### src/rtl/mbox_pkg.sv
`timescale 1ns/1ps
package mbox_pkg;
  // byte offsets of the register map
  localparam int OFF_REV    = 'h000;
  localparam int OFF_CFG    = 'h010;
  localparam int OFF_SSTAT  = 'h014;
  localparam int OFF_MSG    = 'h040;
  localparam int OFF_FULL   = 'h080;
  localparam int OFF_LEVEL  = 'h0C0;
  localparam int OFF_IRQ    = 'h100;
  localparam int IRQ_STRIDE = 8;
  localparam int WORD_BYTES = 4;
  // configuration bits kept: bit 0 auto-idle, bit 4 smart-idle
  localparam logic [31:0] CFG_KEEP = 32'h0000_0011;

  typedef struct packed {
    logic arrived;
    logic space;
  } qev_t;
endpackage

### src/rtl/mbox_queue.sv
`timescale 1ns/1ps
module mbox_queue #(
  parameter int DATA_W = 32,
  parameter int DEPTH  = 4,
  localparam int PTR_W = (DEPTH > 1) ? $clog2(DEPTH) : 1,
  localparam int CNT_W = $clog2(DEPTH + 1)
) (
  input  logic              clk,
  input  logic              rst,
  input  logic              push,
  input  logic              pop,
  input  logic [DATA_W-1:0] din,
  output logic [DATA_W-1:0] head,
  output logic [CNT_W-1:0]  level,
  output logic              full,
  output logic              empty,
  output mbox_pkg::qev_t    ev
);
  logic [DATA_W-1:0] mem [DEPTH];
  logic [PTR_W-1:0]  wptr, rptr;
  logic              push_ok, pop_ok;

  assign full    = (level == CNT_W'(DEPTH));
  assign empty   = (level == '0);
  assign push_ok = push & ~full;
  assign pop_ok  = pop & ~empty;

  assign ev.arrived = push_ok;
  assign ev.space   = pop_ok & full;

  function automatic logic [PTR_W-1:0] nxt(input logic [PTR_W-1:0] p);
    return (p == PTR_W'(DEPTH - 1)) ? '0 : p + 1'b1;
  endfunction

  // storage without reset so it maps onto distributed RAM
  always_ff @(posedge clk) begin
    if (push_ok) mem[wptr] <= din;
  end

  assign head = mem[rptr];

  always_ff @(posedge clk) begin
    if (rst) begin
      wptr  <= '0;
      rptr  <= '0;
      level <= '0;
    end else begin
      if (push_ok) wptr <= nxt(wptr);
      if (pop_ok)  rptr <= nxt(rptr);
      case ({push_ok, pop_ok})
        2'b10:   level <= level + 1'b1;
        2'b01:   level <= level - 1'b1;
        default: level <= level;
      endcase
    end
  end

  p_level_bound_r3: assert property (@(posedge clk) disable iff (rst)
    level <= CNT_W'(DEPTH));
  p_full_drop_r3: assert property (@(posedge clk) disable iff (rst)
    (push && full && !pop) |=> $stable(level) && $stable(wptr));
  p_empty_pop_r5: assert property (@(posedge clk) disable iff (rst)
    (pop && empty && !push) |=> (level == '0) && $stable(rptr));
  p_space_from_full_r7: assert property (@(posedge clk) disable iff (rst)
    ev.space |=> (level == CNT_W'(DEPTH - 1)));
endmodule

### src/rtl/mbox_user_irq.sv
`timescale 1ns/1ps
module mbox_user_irq #(
  parameter int EV_W = 12
) (
  input  logic            clk,
  input  logic            rst,
  input  logic [EV_W-1:0] ev_set,
  input  logic            stat_we,
  input  logic            en_we,
  input  logic [EV_W-1:0] wdata,
  output logic [EV_W-1:0] status,
  output logic [EV_W-1:0] enable,
  output logic            irq
);
  logic [EV_W-1:0] clr;

  assign clr = stat_we ? wdata : '0;

  always_ff @(posedge clk) begin
    if (rst) begin
      status <= '0;
      enable <= '0;
      irq    <= 1'b0;
    end else begin
      status <= (status & ~clr) | ev_set;
      if (en_we) enable <= wdata;
      irq <= |(status & enable);
    end
  end

  p_w1c_r8: assert property (@(posedge clk) disable iff (rst)
    stat_we |=> ((status & $past(wdata & ~ev_set)) == '0));
  p_event_sets_r6: assert property (@(posedge clk) disable iff (rst)
    (|ev_set) |=> ((status & $past(ev_set)) == $past(ev_set)));
  p_irq_source_r9: assert property (@(posedge clk) disable iff (rst)
    $rose(irq) |-> $past(|(status & enable)));
  p_irq_quiet_r9: assert property (@(posedge clk) disable iff (rst)
    !(|(status & enable)) |=> !irq);
endmodule

### src/rtl/mbox_hub.sv
`timescale 1ns/1ps
module mbox_hub #(
  parameter int          DATA_W   = 32,
  parameter int          ADDR_W   = 12,
  parameter int          N_QUEUES = 6,
  parameter int          N_USERS  = 4,
  parameter int          DEPTH    = 4,
  parameter logic [31:0] REV      = 32'h0000_0020
) (
  input  logic              clk,
  input  logic              rst,
  input  logic [ADDR_W-1:0] bus_addr,
  input  logic              bus_wr,
  input  logic              bus_rd,
  input  logic [DATA_W-1:0] bus_wdata,
  output logic [DATA_W-1:0] bus_rdata,
  output logic [N_USERS-1:0] irq_o
);
  import mbox_pkg::*;

  localparam int EV_W  = 2 * N_QUEUES;
  localparam int CNT_W = $clog2(DEPTH + 1);

  logic              rd_go;
  logic [N_QUEUES-1:0] hit_msg, hit_full, hit_lvl;
  logic [N_QUEUES-1:0] q_push, q_pop, q_full, q_empty;
  logic [DATA_W-1:0] q_head [N_QUEUES];
  logic [CNT_W-1:0]  q_lvl  [N_QUEUES];
  qev_t              q_ev   [N_QUEUES];
  logic [EV_W-1:0]   ev_vec;
  logic [N_USERS-1:0] hit_stat, hit_en;
  logic [EV_W-1:0]   u_stat [N_USERS];
  logic [EV_W-1:0]   u_en   [N_USERS];
  logic [DATA_W-1:0] cfg_q;
  logic [DATA_W-1:0] rd_mux;

  // a write takes precedence: a read in the same cycle is not performed
  assign rd_go = bus_rd & ~bus_wr;

  for (genvar n = 0; n < N_QUEUES; n++) begin : g_q
    assign hit_msg[n]  = (bus_addr == ADDR_W'(OFF_MSG   + WORD_BYTES * n));
    assign hit_full[n] = (bus_addr == ADDR_W'(OFF_FULL  + WORD_BYTES * n));
    assign hit_lvl[n]  = (bus_addr == ADDR_W'(OFF_LEVEL + WORD_BYTES * n));
    assign q_push[n]   = bus_wr & hit_msg[n];
    assign q_pop[n]    = rd_go  & hit_msg[n];

    mbox_queue #(.DATA_W(DATA_W), .DEPTH(DEPTH)) u_queue (
      .clk   (clk),
      .rst   (rst),
      .push  (q_push[n]),
      .pop   (q_pop[n]),
      .din   (bus_wdata),
      .head  (q_head[n]),
      .level (q_lvl[n]),
      .full  (q_full[n]),
      .empty (q_empty[n]),
      .ev    (q_ev[n])
    );

    // interleaved event word: arrival at 2n, space at 2n+1
    assign ev_vec[2*n]   = q_ev[n].arrived;
    assign ev_vec[2*n+1] = q_ev[n].space;

    p_empty_read_zero_r5: assert property (@(posedge clk) disable iff (rst)
      (q_pop[n] && q_empty[n]) |=> (bus_rdata == '0));
    p_push_posts_all_r6: assert property (@(posedge clk) disable iff (rst)
      (q_push[n] && !q_full[n]) |=> u_stat[0][2*n] && u_stat[N_USERS-1][2*n]);
  end

  for (genvar u = 0; u < N_USERS; u++) begin : g_u
    assign hit_stat[u] = (bus_addr == ADDR_W'(OFF_IRQ + IRQ_STRIDE * u));
    assign hit_en[u]   = (bus_addr == ADDR_W'(OFF_IRQ + IRQ_STRIDE * u + WORD_BYTES));

    mbox_user_irq #(.EV_W(EV_W)) u_user (
      .clk     (clk),
      .rst     (rst),
      .ev_set  (ev_vec),
      .stat_we (bus_wr & hit_stat[u]),
      .en_we   (bus_wr & hit_en[u]),
      .wdata   (bus_wdata[EV_W-1:0]),
      .status  (u_stat[u]),
      .enable  (u_en[u]),
      .irq     (irq_o[u])
    );
  end

  always_ff @(posedge clk) begin
    if (rst)
      cfg_q <= '0;
    else if (bus_wr && bus_addr == ADDR_W'(OFF_CFG))
      cfg_q <= bus_wdata & DATA_W'(CFG_KEEP);
  end

  always_comb begin
    rd_mux = '0;
    if (bus_addr == ADDR_W'(OFF_REV))   rd_mux = DATA_W'(REV);
    if (bus_addr == ADDR_W'(OFF_CFG))   rd_mux = cfg_q;
    if (bus_addr == ADDR_W'(OFF_SSTAT)) rd_mux = DATA_W'(1);
    for (int n = 0; n < N_QUEUES; n++) begin
      if (hit_msg[n])  rd_mux = q_empty[n] ? '0 : q_head[n];
      if (hit_full[n]) rd_mux = DATA_W'(q_full[n]);
      if (hit_lvl[n])  rd_mux = DATA_W'(q_lvl[n]);
    end
    for (int u = 0; u < N_USERS; u++) begin
      if (hit_stat[u]) rd_mux = DATA_W'(u_stat[u]);
      if (hit_en[u])   rd_mux = DATA_W'(u_en[u]);
    end
  end

  always_ff @(posedge clk) begin
    if (rst) bus_rdata <= '0;
    else     bus_rdata <= rd_go ? rd_mux : '0;
  end

  p_no_read_on_write_r11: assert property (@(posedge clk) disable iff (rst)
    bus_wr |=> (bus_rdata == '0));
  p_cfg_mask_r10: assert property (@(posedge clk) disable iff (rst)
    (cfg_q & ~DATA_W'(CFG_KEEP)) == '0);
endmodule

### config.mk
export PLATFORM = sky130hd
export DESIGN_NAME = mbox_hub
export DESIGN_NICKNAME = d
export VERILOG_FILES = /design/src/rtl/mbox_pkg.sv /design/src/rtl/mbox_queue.sv /design/src/rtl/mbox_user_irq.sv /design/src/rtl/mbox_hub.sv
export SDC_FILE = /design/constraint.sdc
export NUM_CORES = 1
export LEC_CHECK = 0
export BUFFER_PORTS_ARGS = -buffer_cell sky130_fd_sc_hd__buf_4
export CAP_MARGIN = 10
export CORE_MARGIN = 10
export CORE_UTILIZATION = 35
export DETAILED_ROUTE_END_ITERATION = 7
export HOLD_SLACK_MARGIN = 0.08
export REMOVE_ABC_BUFFERS = 1
export SLEW_MARGIN = 20
export SYNTH_ARGS = -nofsm -noshare
export SYNTH_HDL_FRONTEND = slang
export SYNTH_SLANG_ARGS = --single-unit
### constraint.sdc
create_clock -name clk -period 4.6 [get_ports clk]
set_clock_uncertainty 0.2 [all_clocks]
set_input_delay 0.92 -clock clk [delete_from_list [all_inputs] [get_ports clk]]
set_output_delay 0.92 -clock clk [all_outputs]
set_load 0.1 [all_outputs]
==> results.tsv <==
stage	metric	value	unit
floorplanning	die area	0.1214	mm^2
synth	Post-Synthesis Cells	2295	
pwr	Pwr Density	396.6	mW/mm^2
critical_path	top cell family by delay on the critical path	simple AND/OR/NAND/NOR gates	
pwr	worst vdd ir	0.3299	mV
routing	routed vias/inst	5.593	
critical_path	CP Launch Type	primary input	
floorplanning	Initial Util	0.3525	
synth	Seq/Total Area, Yosys	0.7108	
final_layout	layout cells sized above 1	0.2297	
sta	RSZ-0062 raised after global routing	false	
sta	WHS	0.2718	ns
placement	hpwl dp	65.55	mm
sta	Worst-Margin Slew	0.9764	ns
placement	DP Worst Slack	0.4451	ns
clock_tree	postcts setup bufs	0	
floorplanning	die width	348.4	um
critical_path	Slowest-stage cell, CP	or4_1	
global_routing	pin count of the biggest net entering global routing	68	
final_layout	fill cell count	9618	
sta	final worst setup slack	1.025	ns
worst_hold_path	Min-Delay Path Class	reg2reg	
critical_path	Max FO, Critical Path	7	
outcome	status	completed	
floorplanning	core box area	0.1071	mm^2
sta	Max transition margin	0.3491	
routing	via count	21820	
floorplanning	IO Pins	84	
synth	Post-synth ARST share	0	
global_routing	initial antenna violation count	1	
clock_tree	post-cts sizing count	0	
critical_path	delay of the slowest critical-path stage	0.71	ns
clock_tree	Clock transition at path regs	0.06	ns
global_routing	Tot GR Track Use	0.1697	
sta	Sum Neg Setup Slack	0	ns
clock_tree	CTS H-tree lvls	3	
critical_path	most used cell along the critical path	inv_1	
synth	Mapped Avg Cell Area	16.44	um^2
synth	synthesis warning total	0	
synth	Synth area leaders	edfxtp_1 61%, mux4_2 11%, dfxtp_1 10%	
critical_path	CP bufs+invs	3	
global_routing	first-pass GRT wire length	153.5	mm
critical_path	worst-path cell chain	buf_4, or4_1, nor3_4, and2_4, nand2_1, inv_1, ha_1, inv_1, fa_1, xor2_1, or3_1, a21oi_1	
pwr	Static Leak	13.49	nW
synth	ys flop type	edfxtp_1	
sta	# setup viols final	0	
synth	top cell type's share of synthesized area	0.6111	
sta	Period minus WS final	3.575	ns
global_routing	vias in the first global route	21850	
clock_tree	CTS tree	yes	
placement	PortBufs	83	
synth	Synth Register Bits	956	
routing	DRT Pass-1 Iters	6	
clock_tree	clock buffer depth	3	
clock_tree	hold-fix buffer count after cts	0	
worst_hold_path	hold path depth	2	
final_layout	register area	0.02684	mm^2
synth	Post-synth EDFFs	768	
routing	drt wl/cell	26.91	um
clock_tree	root buf cell	clkbuf_16	
synth	mapped cell area	0.03774	mm^2
routing	DRT iter0 DRCs	2688	
final_layout	n_diodes	0	
synth	post-synth cell types	69	
critical_path	CP required	4.98	ns
final_layout	Multi-input gate area	0.01014	mm^2
sta	Final Max Slew Viols	0	
global_routing	gr ovfl total	0	
floorplanning	Die Height	348.4	um
final_layout	final net count	2510	
routing	DRC violations left	0	
critical_path	Crit. path cell count	12	
critical_path	depth of the most critical reg-to-reg path	8	
critical_path	critical path class	in2reg	
routing	total wire length	105.0	mm
run	Max-Cap Viols	0	
clock_tree	Sinks on Clock Net	956	
placement	gpl congestion	0.8995	
clock_tree	clock latency on the worst-skew pair	0.67	ns
final_layout	most frequent cells in the layout	768 x edfxtp_1, 231 x nand2_1, 195 x a21oi_1	
final_layout	commonest non-fill, non-tap cell in the layout	edfxtp_1	
clock_tree	Num CTS Buffers	93	
synth	cell taking the most area after synthesis	edfxtp_1	
routing	antenna-violating nets left	0	
sta	final period utilization	0.7772	
final_layout	layout overhead on the synthesized area	15.45	%
floorplanning	FP Rows	120	
critical_path	CP Data Arrival Time	3.96	ns
sta	Final Hold Fails	0	
critical_path	Setup crit end kind	flip-flop	
sta	fmax	279.7	MHz
## cells in the mapped netlist, types with 28 or more instances
cell type	number
inv_1	43
ha_1	36
clkbuf_1	82
dfxtp_1	188
nor2_1	94
a22o_1	40
nand3_1	36
a21oi_1	195
edfxtp_1	768
buf_2	28
a221oi_1	41
mux4_2	192
nand2_1	231
## through the flow
step / utilization / cell area, um^2 / power, mW / std cells
after CTS: 0.4070 / 43570 / 17.40 / 3902
after floorplan: - / 37060 / 9.539 / 2150
final: 0.4070 / 43570 / 17.28 / 3902
after detailed placement: 0.3782 / 40490 / 9.750 / 3728
after global placement: 0.3782 / 40490 / 9.738 / 3728
after global routing: 0.4070 / 43570 / 17.77 / 3902
## tightest hold or removal path: stages (launching register included)
cell and delay (ns):
dfxtp_1 0.32, nand2_1 0.05, a21oi_1 0.05
## logic make-up (layout without fill, tap and decap cells)
group                    Yosys count  after routing  synth area share
flip-flops                       956            956            0.7108
AND/OR/NAND/NOR                  487            487           0.06180
AO/OA/AOI/OAI                    412            412           0.07101
multiplexers                     198            198            0.1162
buffers and inverters            188            392           0.02231
adder cells (fa/ha/maj)           42             42           0.01512
XOR/XNOR                          12             12          0.002785
## report_power, final
group	internal (mW)	switching [mW]
Combinational	0.0454	0.197
Clock	4.39	3.33
Sequential	9.32	0.000181
Total	13.8	3.52
## final timing paths
path	from	slack (ns)	to
max reg2reg	g_q[3].u_queue.level[2]	1.54	bus_rdata[7]
min	g_u[3].u_user.enable[7]	0.27	g_u[3].u_user.enable[7]
min reg2reg	g_u[3].u_user.enable[7]	0.27	g_u[3].u_user.enable[7]
max	bus_addr[9]	1.03	g_q[4].u_queue.level[2]
## routing by layer
metal | global-route usage | wire (um) | up-vias | part of all wire
met3 | 0.03142 | 7458 | 171 | 0.071
met1 | 0.2336 | 44730 | 11410 | 0.43
met4 | 0.05022 | 3102 | 0 | 0.030
li1 | - | - | 9308 | -
met5 | 0 | 0 | - | 0
met2 | 0.2723 | 49710 | 933 | 0.47
## sequential cells by signal, indices dropped and copies added (netlist names), named ones only
register / flops
g_q.u_queue.mem: 768
g_u.u_user.enable: 48
g_u.u_user.status: 48
bus_rdata: 32
g_q.u_queue.level: 18
g_q.u_queue.rptr: 12
g_q.u_queue.wptr: 12
g_u.u_user.irq: 4
cfg_q: 2
## final cells by class
cell class | instances | share of cell area
Multi-Input combinational cell | 1151 | 0.2327
Timing Repair Buffer | 175 | 0.03647
Sequential cell | 956 | 0.6160
Clock inverter | 56 | 0.01332
Inverter | 43 | 0.003705
Tap cell | 1403 | 0.04029
Clock buffer | 118 | 0.05743
(Power assumes the default switching activity.)
